`src/rtl/mon_acc_pkg.sv`:
```
package mon_acc_pkg;

    typedef enum logic [1:0] {
        LVL0 = 2'd0,
        LVL1 = 2'd1,
        LVL2 = 2'd2,
        LVL3 = 2'd3
    } lvl_e;

    typedef struct packed {
        logic user_en;
        logic l2_en;
        logic l2_tge;
        logic l2_host;
        logic l2_cp13_trap;
        logic l2_mon_trap;
        logic l3_present;
        logic l3_mon_trap;
    } trap_ctrl_t;

    typedef struct packed {
        logic trap;
        lvl_e target;
    } trap_dec_t;

    typedef struct packed {
        logic [3:0] coproc;
        logic [2:0] opc1;
        logic [3:0] crn;
        logic [3:0] crm;
        logic [2:0] opc2;
    } acc_enc_t;

    localparam logic [3:0] ENC_COPROC   = 4'hF;
    localparam logic [2:0] ENC_OPC1     = 3'b000;
    localparam logic [3:0] ENC_CRN      = 4'hD;
    localparam logic [2:0] ENC_CRM_HIGH = 3'b011;
    localparam int         IDX_W        = 4;
    localparam int         SYN_W        = 6;
    localparam logic [SYN_W-1:0] SYN_TRAP = 6'h03;

    // Fixed event numbers of the architected event-type registers.
    function automatic logic [15:0] event_code(input logic [IDX_W-1:0] idx);
        case (idx)
            4'd0:    return 16'h0011;
            4'd1:    return 16'h4004;
            4'd2:    return 16'h0008;
            4'd3:    return 16'h4005;
            default: return 16'h0000;
        endcase
    endfunction

endpackage

```
`src/rtl/mon_acc_decode.sv`:
```
module mon_acc_decode
    import mon_acc_pkg::*;
(
    input  acc_enc_t              enc,
    output logic                  enc_ok,
    output logic [IDX_W-1:0]      idx
);
    always_comb begin
        enc_ok = (enc.coproc == ENC_COPROC) &&
                 (enc.opc1   == ENC_OPC1)   &&
                 (enc.crn    == ENC_CRN)    &&
                 (enc.crm[3:1] == ENC_CRM_HIGH);
        idx    = {enc.crm[0], enc.opc2};
    end
endmodule

```
`src/rtl/mon_acc_trap_chain.sv`:
```
module mon_acc_trap_chain
    import mon_acc_pkg::*;
(
    input  lvl_e       level,
    input  trap_ctrl_t ctrl,
    output trap_dec_t  dec
);
    logic l2_cp13_hit;
    logic l2_mon_hit;
    logic l3_mon_hit;
    logic host_skip;

    always_comb begin
        host_skip   = ctrl.l2_en && ctrl.l2_host && ctrl.l2_tge;
        l2_cp13_hit = ctrl.l2_en && ctrl.l2_cp13_trap;
        l2_mon_hit  = ctrl.l2_en && ctrl.l2_mon_trap;
        l3_mon_hit  = ctrl.l3_present && ctrl.l3_mon_trap;

        dec.trap   = 1'b0;
        dec.target = LVL1;
        unique case (level)
            LVL0: begin
                if (!ctrl.user_en) begin
                    dec.trap   = 1'b1;
                    dec.target = (ctrl.l2_en && ctrl.l2_tge) ? LVL2 : LVL1;
                end else if (l2_cp13_hit && !host_skip) begin
                    dec.trap   = 1'b1;
                    dec.target = LVL2;
                end else if (l2_mon_hit) begin
                    dec.trap   = 1'b1;
                    dec.target = LVL2;
                end else if (l3_mon_hit) begin
                    dec.trap   = 1'b1;
                    dec.target = LVL3;
                end
            end
            LVL1: begin
                if (l2_cp13_hit || l2_mon_hit) begin
                    dec.trap   = 1'b1;
                    dec.target = LVL2;
                end else if (l3_mon_hit) begin
                    dec.trap   = 1'b1;
                    dec.target = LVL3;
                end
            end
            LVL2: begin
                if (l3_mon_hit) begin
                    dec.trap   = 1'b1;
                    dec.target = LVL3;
                end
            end
            default: begin
                dec.trap   = 1'b0;
                dec.target = LVL1;
            end
        endcase
    end
endmodule

```
`src/rtl/mon_acc_router.sv`:
```
module mon_acc_router
    import mon_acc_pkg::*;
#(
    parameter int ARCH_CNT = 4,
    parameter int DATA_W   = 32,
    parameter int EVT_W    = 16
) (
    input  logic              clk,
    input  logic              rst,
    input  logic              req_valid,
    input  logic              req_write,
    input  logic [3:0]        req_coproc,
    input  logic [2:0]        req_opc1,
    input  logic [3:0]        req_crn,
    input  logic [3:0]        req_crm,
    input  logic [2:0]        req_opc2,
    input  logic [1:0]        cur_level,
    input  logic              user_en,
    input  logic              l2_en,
    input  logic              l2_tge,
    input  logic              l2_host,
    input  logic              l2_cp13_trap,
    input  logic              l2_mon_trap,
    input  logic              l3_present,
    input  logic              l3_mon_trap,
    output logic              rsp_valid,
    output logic [DATA_W-1:0] rsp_rdata,
    output logic              rsp_trap,
    output logic [1:0]        rsp_trap_level,
    output logic [SYN_W-1:0]  rsp_syndrome,
    output logic              rsp_undef
);
    localparam int PAD_W = DATA_W - EVT_W;

    acc_enc_t         enc;
    trap_ctrl_t       ctrl;
    trap_dec_t        dec;
    logic             enc_ok;
    logic [IDX_W-1:0] idx;
    logic             in_range;

    logic              n_trap;
    logic              n_undef;
    logic [DATA_W-1:0] n_rdata;

    assign enc  = '{coproc: req_coproc, opc1: req_opc1, crn: req_crn,
                    crm: req_crm, opc2: req_opc2};
    assign ctrl = '{user_en: user_en, l2_en: l2_en, l2_tge: l2_tge,
                    l2_host: l2_host, l2_cp13_trap: l2_cp13_trap,
                    l2_mon_trap: l2_mon_trap, l3_present: l3_present,
                    l3_mon_trap: l3_mon_trap};

    mon_acc_decode u_decode (
        .enc    (enc),
        .enc_ok (enc_ok),
        .idx    (idx)
    );

    mon_acc_trap_chain u_chain (
        .level (lvl_e'(cur_level)),
        .ctrl  (ctrl),
        .dec   (dec)
    );

    always_comb begin
        in_range = (32'(idx) < 32'(ARCH_CNT));
        n_undef  = !enc_ok;
        n_trap   = enc_ok && dec.trap;
        if (n_undef || n_trap || req_write || !in_range)
            n_rdata = '0;
        else
            n_rdata = {{PAD_W{1'b0}}, EVT_W'(event_code(idx))};
    end

    always_ff @(posedge clk) begin
        if (rst) begin
            rsp_valid      <= 1'b0;
            rsp_rdata      <= '0;
            rsp_trap       <= 1'b0;
            rsp_trap_level <= '0;
            rsp_syndrome   <= '0;
            rsp_undef      <= 1'b0;
        end else begin
            rsp_valid      <= req_valid;
            rsp_rdata      <= req_valid ? n_rdata : '0;
            rsp_trap       <= req_valid && n_trap;
            rsp_trap_level <= (req_valid && n_trap) ? 2'(dec.target) : 2'd0;
            rsp_syndrome   <= (req_valid && n_trap) ? SYN_TRAP : '0;
            rsp_undef      <= req_valid && n_undef;
        end
    end

    // trap and undefined are exclusive, and a trap carries no data
    a_r9_trap_undef_excl: assert property (@(posedge clk) disable iff (rst)
        !(rsp_trap && rsp_undef));
    a_r9_trap_zero_data: assert property (@(posedge clk) disable iff (rst)
        rsp_trap |-> (rsp_rdata == '0));
    // syndrome code follows the trap flag
    a_r8_syndrome_on_trap: assert property (@(posedge clk) disable iff (rst)
        rsp_trap |-> (rsp_syndrome == SYN_TRAP));
    a_r8_syndrome_clear: assert property (@(posedge clk) disable iff (rst)
        !rsp_trap |-> (rsp_syndrome == '0));
    // an undefined response returns nothing
    a_r1_undef_no_data: assert property (@(posedge clk) disable iff (rst)
        rsp_undef |-> (rsp_rdata == '0));
    // one-cycle response latency
    a_r11_latency: assert property (@(posedge clk) disable iff (rst)
        !$past(rst) |-> (rsp_valid == $past(req_valid)));
    // accesses at level 3 never trap
    a_r7_level3_no_trap: assert property (@(posedge clk) disable iff (rst)
        (!$past(rst) && $past(req_valid) && $past(cur_level) == 2'd3) |-> !rsp_trap);
    // writes never return data
    a_r10_write_zero: assert property (@(posedge clk) disable iff (rst)
        (!$past(rst) && $past(req_valid) && $past(req_write)) |-> (rsp_rdata == '0));

endmodule

```
`config.mk`:
```
export PLATFORM = sky130hd
export DESIGN_NAME = mon_acc_router
export DESIGN_NICKNAME = d
export VERILOG_FILES = /design/src/rtl/mon_acc_pkg.sv /design/src/rtl/mon_acc_decode.sv /design/src/rtl/mon_acc_trap_chain.sv /design/src/rtl/mon_acc_router.sv
export SDC_FILE = /design/constraint.sdc
export NUM_CORES = 1
export LEC_CHECK = 0
export BUFFER_PORTS_ARGS = -buffer_cell sky130_fd_sc_hd__buf_2
export CAP_MARGIN = 20
export CELL_PAD_IN_SITES_DETAIL_PLACEMENT = 0
export CELL_PAD_IN_SITES_GLOBAL_PLACEMENT = 1
export CORE_AREA = 2 2 56 63
export CTS_CLUSTER_DIAMETER = 60
export DETAILED_ROUTE_END_ITERATION = 10
export DIE_AREA = 0 0 58 65
export PLACE_DENSITY = 0.81
export SLEW_MARGIN = 10
export SYNTH_ARGS = -nofsm -noshare
export SYNTH_HDL_FRONTEND = slang
export SYNTH_SLANG_ARGS = --single-unit
export TNS_END_PERCENT = 50
```
`constraint.sdc`:
```
create_clock -name clk -period 2.4 [get_ports clk]
set_clock_uncertainty 0.05 [all_clocks]
set_input_delay 0.36 -clock clk [delete_from_list [all_inputs] [get_ports clk]]
set_output_delay 0.36 -clock clk [all_outputs]
set_load 0.02 [all_outputs]
```
==> impl_metrics.py, run 1 <==
metrics = {
    "global_routing": {
        "overflow": 0,
        "grt_max_degree": 6,
        "grt_use_total": 0.0613,
        "grt_pass1_vias": 462,
        "grt_pass1_wl_um": 1760,
        "grt_antenna_before_repair": 0,
    },
    "setup_path": {
        "criticalPathCategory": "input pin to flip-flop",
        "required_ns": 2.51,
        "cp_slowest_stage_delay_ns": 0.53,
        "cp_slowest_cell": "or4b_4",
        "cp_max_fo": 4,
        "arrival_ns": 1.64,
        "worst_setup_path_start_kind": "input pin",
        "cp-startpoint": "req_opc1[0]",
        "worstPathCellList": "buf_2, or4b_4, nor4_4, nand3_2, nor4_1",
        "end_kind": "flip-flop",
    },
    "placement": {
        "port_buffers": 43,
        "gp_congestion": 0.640,
        "hpwlAfterDp_um": 1120,
        "preCtsSetupSlack_ns": 0.589,
        "dpl-instance-area_um2": 817,
    },
    "clock_network": {
        "cts_setup_buffers": 0,
        "clockBufferDepth": 2,
        "numCtsBuffers": 3,
        "cts_tree": "done",
        "cts.sinks": 9,
        "root_buffer": "clkbuf_4",
        "ctsResizeCount": 0,
        "cts_hold_buffers": 0,
        "h-tree-depth": 1,
        "path_clk_slew_ns": 0.06,
    },
    "floorplan": {
        "fp.dieH_um": 65,
        "rows": 22,
        "die_area_um2": 3770,
        "die_w_um": 58,
        "core_area_um2": 3190,
        "io_pins": 75,
        "start_util": 0.219,
    },
    "routing": {
        "ant_nets": 0,
        "wl_per_cell_um": 7.45,
        "drtIter0Drc": 4,
        "viasPerCell": 3.64,
        "wirelength_um": 1200,
        "drc": 0,
        "vias": 586,
        "drtPass1Iterations": 3,
    },
    "sta": {
        "slew_viol_final": 0,
        "finalCriticalPeriod_ns": 1.53,
        "rsz0062_at_grt": "no",
        "fin_crit_sh": 0.637,
        "setup_viol": 0,
        "fin_tns_setup_ns": 0,
        "whs_ns": 0.270,
        "setup_slack_ns": 0.870,
        "hold_viol": 0,
        "fmaxAchievable_ghz": 0.654,
    },
    "synthesis": {
        "synth_cells": 82,
        "synth_top_area_cell": "buf_4",
        "syn-cell-area_um2": 699,
        "avgSynthCellArea_um2": 8.53,
        "yosysSeqAreaShare": 0.258,
        "ys_warn_count": 0,
        "ys_top_cells_by_area": "buf_4 36%, dfxtp_1 26%, nand4_4 3.0%, nor4_4 3.0%, nor3_1 2.9%",
        "synth_seq_cells": 9,
        "synth_top_area_share": 0.365,
        "post_synth_num_cell_types": 27,
    },
    "cells_and_area": {
        "layout_common_cells": "43 x buf_2, 31 x conb_1, 9 x dfxtp_1, 5 x nor2_1",
        "drive_gt1_frac": 0.408,
        "final_common_cell": "buf_2",
        "finalNetCount": 158,
        "diodes": 0,
        "fin_area_um2": 843,
        "fillCellCount": 340,
        "syn_to_final_growth_pct": 20.6,
    },
    "pwr": {
        "internal-power_uw": 246,
        "power_frac_clock": 0.301,
        "power.total_uw": 365,
        "powerDensity_nw_per_um2": 433,
        "p_seq_frac": 0.416,
        "p_leak_nw": 0.474,
        "switching_share": 0.325,
        "power_frac_comb": 0.284,
        "p_switching_uw": 119,
        "ir_worst_vdd_uv": 221,
    },
    "hold_path": {
        "hold_depth": 2,
        "min_path_type": "input pin to flip-flop",
        "min-delay-start": "req_opc2[1]",
        "worstHoldEndpoint": "rsp_rdata[4]",
    },
    "run_status": {
        "status": "complete, no violations",
    },
    "run": {
        "drv_cap": 0,
    },
}
-- cell type report --
cell class | count | area (µm²) | area share
repair buffers | 43 | 215 | 0.255
multi-input cells | 66 | 365 | 0.433
inverters | 3 | 11.3 | 0.0134
flip-flops and latches | 9 | 180 | 0.214
clock buffers | 4 | 26.3 | 0.0312
well taps | 36 | 45.0 | 0.0534
-- sequential cells by signal (all words and copies together) (netlist names) --
register	cells
rsp_undef	1
rsp_rdata	4
rsp_valid	1
rsp_trap_level	2
rsp_syndrome	1
-- how the worst max path moves through the flow --
stage,to,slack (ns),cells after the start
2_1_floorplan,rsp_rdata[4],0.80,4
3_3_place_gp,rsp_rdata[4],0.63,5
3_5_place_dp,rsp_rdata[2],0.59,5
4_1_cts,rsp_rdata[2],0.86,5
5_1_grt,rsp_rdata[2],0.77,5
6_report,rsp_rdata[4],0.87,5
-- power by group through the flow --
| stage | clock, mW | sequential [mW] | combinational [mW] |
|---|---|---|---|
| 6_report | 0.110 | 0.152 | 0.104 |
| 5_1_grt | 0.121 | 0.152 | 0.113 |
| 4_1_cts | 0.116 | 0.152 | 0.103 |
| 3_5_place_dp | 0 | 0.155 | 0.103 |
| 3_3_place_gp | 0 | 0.155 | 0.103 |
| 2_1_floorplan | 0 | 0.157 | 0.104 |
-- critical path, delay by kind of cell --
family                 cells  cell delay, ns
buffers and inverters      1            0.09
and+or+nand+nor            4            1.18
-- cells by family (layout without fill, tap and decap cells) --
kind of cell | after synthesis | in the layout | share of synthesized area
xor+xnor | 1 | 1 | 0.0125
flops | 9 | 9 | 0.258
buf+inv | 37 | 50 | 0.381
simple gates | 25 | 25 | 0.249
other cells | 1 | 31 | 0.00536
compound gates | 9 | 9 | 0.0948
-- stage by stage --
stage,util,std cells
2_1_floorplan,-,112
6_report,0.264,161
4_1_cts,0.264,161
3_3_place_gp,0.256,157
3_5_place_dp,0.256,157
5_1_grt,0.264,161
-- cells in the mapped netlist --
cell       number
nand2b_1        1
o211ai_1        1
a211o_1         1
nor4_1          2
a2bb2oi_1       1
buf_4          34
nand4_4         1
o21ai_0         1
dfxtp_1         9
nand4_1         1
inv_1           3
or4b_4          1
a211oi_1        2
and2b_1         1
a21oi_1         1
nand2_1         4
o2111a_1        1
nand3_2         1
xor2_1          1
and2_1          1
nor2b_1         1
nor2_1          5
conb_1          1
nor4_4          1
nor3_1          4
o21ai_1         1
or2_4           1
-- per-layer routing --
layer,GRT usage,wire (µm)
met4,0.0523,5
met3,0.00599,134
met5,0,0
met1,0.0540,380
met2,0.119,678
Power figures use the tool's default switching activity.
==> run 2, diff against run 1 <==
--- a/config.mk
+++ b/config.mk
@@ -5,15 +5,16 @@
 export SDC_FILE = /design/constraint.sdc
 export NUM_CORES = 1
 export LEC_CHECK = 0
+export ABC_AREA = 1
 export BUFFER_PORTS_ARGS = -buffer_cell sky130_fd_sc_hd__buf_2
 export CAP_MARGIN = 20
 export CELL_PAD_IN_SITES_DETAIL_PLACEMENT = 0
 export CELL_PAD_IN_SITES_GLOBAL_PLACEMENT = 1
-export CORE_AREA = 2 2 56 63
+export CORE_AREA = 2 2 63 71
 export CTS_CLUSTER_DIAMETER = 60
 export DETAILED_ROUTE_END_ITERATION = 10
-export DIE_AREA = 0 0 58 65
-export PLACE_DENSITY = 0.81
+export DIE_AREA = 0 0 65 73
+export PLACE_DENSITY = 0.72
 export SLEW_MARGIN = 10
 export SYNTH_ARGS = -nofsm -noshare
 export SYNTH_HDL_FRONTEND = slang
==> constraint.sdc (replaced) <==
create_clock -name clk -period 1.4 [get_ports clk]
set_clock_uncertainty 0.05 [all_clocks]
set_input_delay 0.21 -clock clk [delete_from_list [all_inputs] [get_ports clk]]
set_output_delay 0.21 -clock clk [all_outputs]
set_load 0.02 [all_outputs]
==> impl_metrics.py, run 2 <==
metrics = {
    "floorplan": {
        "fp.dieH_um": 73,
        "rows": 25,
        "die_w_um": 65,
        "io_pins": 75,
        "core_area_um2": 4100,
        "start_util": 0.182,
        "die_area_um2": 4750,
    },
    "setup_path": {
        "cp_num_buf_inv": 1,
        "cp_slowest_stage_delay_ns": 0.34,
        "cp_slowest_cell": "dfxtp_1",
        "path_delay_family": "flip-flops",
        "end_kind": "primary output",
        "cp-startpoint": "rsp_syndrome[0]",
        "criticalPathCategory": "flip-flop to primary output",
        "cp_max_fo": 3,
        "endpoint": "rsp_trap",
        "worstPathCellList": "buf_2",
        "required_ns": 1.14,
        "arrival_ns": 0.74,
        "worst_setup_path_start_kind": "flip-flop",
        "cp_num_cells": 1,
    },
    "clock_network": {
        "h-tree-depth": 1,
        "numCtsBuffers": 3,
        "cts_setup_buffers": 0,
        "root_buffer": "clkbuf_8",
        "clockBufferDepth": 2,
        "cts_hold_buffers": 0,
        "cts.sinks": 9,
        "ctsResizeCount": 0,
        "cts_tree": "done",
        "path_clk_slew_ns": 0.04,
    },
    "cells_and_area": {
        "largest_reg_flops": 4,
        "top_register": "rsp_rdata",
        "fillCellCount": 489,
        "diodes": 0,
        "syn_to_final_growth_pct": 24.8,
        "finalNetCount": 188,
        "largestRegisters": "rsp_rdata: 4 flops, rsp_trap_level: 2 flops",
        "layout_common_cells": "43 x buf_2, 31 x conb_1, 21 x nand2_1, 14 x inv_1, 13 x nor2_1",
        "drive_gt1_frac": 0.381,
        "final_common_cell": "buf_2",
    },
    "sta": {
        "fin_crit_sh": 0.714,
        "fmaxAchievable_ghz": 1.00,
        "slew_viol_final": 0,
        "rsz0062_at_grt": "no",
        "setup_slack_ns": 0.401,
        "hold_viol": 0,
        "setup_viol": 0,
        "finalCriticalPeriod_ns": 0.999,
        "fin_tns_setup_ns": 0,
    },
    "pwr": {
        "ir_worst_vdd_uv": 214,
        "power.total_uw": 733,
        "p_leak_nw": 0.598,
        "powerDensity_nw_per_um2": 786,
    },
    "placement": {
        "preCtsSetupSlack_ns": 0.237,
        "gp_congestion": 0.638,
        "hpwlAfterDp_um": 1200,
        "port_buffers": 43,
    },
    "synthesis": {
        "synth-edff-count": 0,
        "async_flop_share": 0,
        "synth.most_common_cell": "buf_4",
        "yosysSeqAreaShare": 0.241,
        "post_synth_num_cell_types": 16,
        "avgSynthCellArea_um2": 6.67,
        "synthTopCellsByCount": "34 x buf_4, 21 x nand2_1, 14 x inv_1",
        "synth_top_area_share": 0.342,
        "synthFlopType": "dfxtp_1",
        "ys_top_cells_by_area": "buf_4 34%, dfxtp_1 24%, nand2_1 11%, inv_1 7.0%, nor2_1 6.5%",
        "syn-cell-area_um2": 747,
        "ys_warn_count": 0,
        "synth_top_area_cell": "buf_4",
        "synth_seq_cells": 9,
        "synth_cells": 112,
    },
    "global_routing": {
        "grt_antenna_before_repair": 0,
        "grt_max_degree": 6,
        "grt_pass1_wl_um": 1990,
        "grt_pass1_vias": 547,
        "grt_use_total": 0.0535,
        "overflow": 0,
    },
    "routing": {
        "vias": 648,
        "drc": 0,
        "ant_nets": 0,
        "wl_per_cell_um": 6.21,
        "drtPass1Iterations": 4,
        "wirelength_um": 1300,
        "drtIter0Drc": 20,
        "viasPerCell": 3.10,
    },
    "hold_path": {
        "min_path_type": "input pin to flip-flop",
        "hold_depth": 2,
    },
    "run_status": {
        "status": "complete, no violations",
    },
    "run": {
        "drv_cap": 0,
    },
}
## run 2: final cells by class
type,instances,area [µm²],share of cell area
inverter,17,65.1,0.0698
clock buffer,4,45.0,0.0483
sequential,9,180,0.193
multi-input combinational,82,359,0.385
tap,54,67.6,0.0725
timing repair buffer,43,215,0.231
## run 2: cell families after synthesis
kind of cell    count (synthesis)  share of synthesized area
compound gates                  3                     0.0285
buf+inv                        51                      0.429
flops                           9                      0.241
other cells                     1                    0.00502
simple gates                   48                      0.296
## run 2: how the worst min path moves through the flow
stage	from	end	slack (ns)
after floorplan	rst	rsp_valid	0.25
after global placement	rst	rsp_valid	0.35
after detailed placement	rst	rsp_valid	0.35
after CTS	rst	rsp_valid	0.11
after global routing	rst	rsp_valid	0.12
final	rst	rsp_valid	0.11
## run 2: power by group
| group | internal, mW | switching (mW) |
|---|---|---|
| clock network | 0.197 | 0.0904 |
| registers | 0.260 | 0.000519 |
| logic | 0.0546 | 0.129 |
| total | 0.512 | 0.220 |
## run 2: metrics by stage
step           cell area, µm²  hold WS, ns   util  cells
2_1_floorplan             860        0.250      -    142
3_3_place_gp              887        0.350  0.216    205
3_5_place_dp              887        0.352  0.216    205
4_1_cts                   932        0.113  0.227    209
5_1_grt                   932        0.123  0.227    209
6_report                  932        0.113  0.227    209
## run 2: metal layers
layer,GRT usage,part of all wire
met1,0.0543,0.38
met2,0.0974,0.47
met3,0.0170,0.14
met4,0.0284,0.011
met5,0,0
==> run 3, diff against run 2 <==
--- a/config.mk
+++ b/config.mk
@@ -5,15 +5,15 @@
 export SDC_FILE = /design/constraint.sdc
 export NUM_CORES = 1
 export LEC_CHECK = 0
-export ABC_AREA = 1
+export ABC_AREA = 0
 export BUFFER_PORTS_ARGS = -buffer_cell sky130_fd_sc_hd__buf_2
 export CAP_MARGIN = 20
 export CELL_PAD_IN_SITES_DETAIL_PLACEMENT = 0
 export CELL_PAD_IN_SITES_GLOBAL_PLACEMENT = 1
-export CORE_AREA = 2 2 63 71
+export CORE_AREA = 2 2 61 69
 export CTS_CLUSTER_DIAMETER = 60
 export DETAILED_ROUTE_END_ITERATION = 10
-export DIE_AREA = 0 0 65 73
+export DIE_AREA = 0 0 63 71
 export PLACE_DENSITY = 0.72
 export SLEW_MARGIN = 10
 export SYNTH_ARGS = -nofsm -noshare
==> constraint.sdc (replaced) <==
create_clock -name clk -period 0.9 [get_ports clk]
set_clock_uncertainty 0.05 [all_clocks]
set_input_delay 0.135 -clock clk [delete_from_list [all_inputs] [get_ports clk]]
set_output_delay 0.135 -clock clk [all_outputs]
set_load 0.02 [all_outputs]
==> impl_metrics.py, run 3 (same netlist as run 1, synthesis figures left out) <==
metrics = {
    "run_status": {
        "status": "finished with violations",
        "violations": "setup timing",
    },
    "cells_and_area": {
        "largestRegisters": "rsp_rdata: 4 flops, rsp_trap_level: 2 flops",
        "utilization": 0.260,
        "diodes": 0,
        "syn_to_final_growth_pct": 41.9,
        "fin_area_um2": 992,
        "top_register": "rsp_rdata",
        "drive_gt1_frac": 0.496,
        "stdcell_count": 185,
        "final_common_cell": "buf_2",
        "fillCellCount": 432,
        "largest_reg_flops": 4,
        "finalNetCount": 166,
        "layout_common_cells": "39 x buf_2, 31 x conb_1, 10 x buf_4, 8 x dfxtp_1, 4 x nor2_1",
    },
    "routing": {
        "wirelength_um": 1510,
        "wl_per_cell_um": 8.14,
        "viasPerCell": 3.55,
        "drtIter0Drc": 13,
        "ant_nets": 0,
        "drtPass1Iterations": 4,
        "vias": 657,
        "drc": 0,
    },
    "setup_path": {
        "end_kind": "flip-flop",
        "cp_slowest_cell": "or4b_4",
        "worst_setup_path_start_kind": "input pin",
        "required_ns": 1.02,
        "criticalPathCategory": "input pin to flip-flop",
        "cpMostUsedCell": "buf_4",
        "arrival_ns": 1.52,
        "cp_slowest_stage_delay_ns": 0.53,
        "cp_max_fo": 2,
        "worstPathCellList": "buf_6, or4b_4, nor4_4, buf_4, buf_4, o2111a_1",
    },
    "floorplan": {
        "die_area_um2": 4470,
        "fp.dieH_um": 71,
        "core_area_um2": 3810,
        "rows": 24,
        "io_pins": 75,
        "start_util": 0.183,
        "die_w_um": 63,
    },
    "global_routing": {
        "grt_pass1_wl_um": 2130,
        "grt_antenna_before_repair": 0,
        "grt_use_total": 0.0607,
        "grt_pass1_vias": 523,
        "overflow": 0,
        "grt_max_degree": 6,
    },
    "sta": {
        "fmaxAchievable_ghz": 0.717,
        "slew_viol_final": 0,
        "fin_crit_sh": 1.55,
        "finalCriticalPeriod_ns": 1.40,
        "setup_slack_ns": -0.495,
        "whs_ns": 0.0744,
        "rsz0062_at_grt": "yes",
        "setup_viol": 8,
        "hold_viol": 0,
    },
    "placement": {
        "gp_congestion": 0.682,
        "port_buffers": 43,
        "dpl-instance-area_um2": 875,
        "hpwlAfterDp_um": 1230,
        "dpl.cell_count": 178,
    },
    "hold_path": {
        "min_path_type": "input pin to flip-flop",
        "min-delay-start": "req_opc2[1]",
        "worstHoldEndpoint": "rsp_rdata[4]",
        "hold_depth": 2,
    },
    "clock_network": {
        "cts_tree": "done",
        "path_clk_slew_ns": 0.04,
        "clockBufferDepth": 2,
        "h-tree-depth": 1,
        "cts.sinks": 9,
        "root_buffer": "clkbuf_8",
        "numCtsBuffers": 3,
    },
    "run": {
        "drv_cap": 0,
    },
    "pwr": {
        "powerDensity_nw_per_um2": 1180,
        "ir_worst_vdd_uv": 315,
        "power.total_mw": 1.17,
        "p_leak_nw": 0.543,
    },
}
-- run 3: layout make-up --
| class | count | area [µm²] | area share |
|---|---|---|---|
| flip-flops and latches | 9 | 181 | 0.183 |
| multi-input cells | 66 | 397 | 0.400 |
| inverters | 3 | 11.3 | 0.0113 |
| repair buffers | 51 | 293 | 0.295 |
| well taps | 52 | 65.1 | 0.0656 |
| clock buffers | 4 | 45.0 | 0.0454 |
-- run 3: report_power, final --
part / internal (mW) / switching (mW) / leakage, nW
combinational: 0.0998 / 0.207 / 0.447
sequential: 0.405 / 0.000730 / 0.0735
clock: 0.308 / 0.148 / 0.0228
-- run 3: worst max path at each step --
stage                start                end  slack (ns)  depth (start not counted)
6_report       req_opc1[0]  rsp_trap_level[0]       -0.50                          6
5_1_grt        req_opc1[0]       rsp_rdata[3]       -0.58                          5
4_1_cts        req_opc1[0]       rsp_rdata[4]       -0.46                          5
3_5_place_dp   req_opc1[0]       rsp_rdata[3]       -0.69                          5
3_3_place_gp   req_opc1[0]       rsp_rdata[4]       -0.66                          5
2_1_floorplan  req_opc1[0]       rsp_rdata[4]       -0.47                          4
-- run 3: metrics by stage --
| stage | TNS (ns) | setup WS [ns] |
|---|---|---|
| 3_3_place_gp | -4.70 | -0.656 |
| 4_1_cts | -3.12 | -0.459 |
| 6_report | -3.64 | -0.495 |
| 2_1_floorplan | -3.26 | -0.474 |
| 3_5_place_dp | -4.85 | -0.688 |
| 5_1_grt | -4.10 | -0.584 |
-- run 3: what timing repair did --
| action | in CTS | in global routing |
|---|---|---|
| setup buffers | 2 | 1 |
| setup endpoints to repair | 11 | 12 |
| pin swaps | 3 | 3 |
| hold buffers | 0 | 0 |
| gates resized for setup | 4 | 9 |
-- run 3: layer usage --
metal	wire length, µm	GRT usage	vias up
met2	777	0.112	55
li1	-	-	313
met3	213	0.0191	4
met5	0	0	-
met1	503	0.0554	285
met4	12	0.0444	0
-- run 3: worst max-delay path, delay by kind of cell --
family          cells  cell delay [ns]
simple gates        2             0.86
compound gates      1             0.17
buf+inv             3             0.36
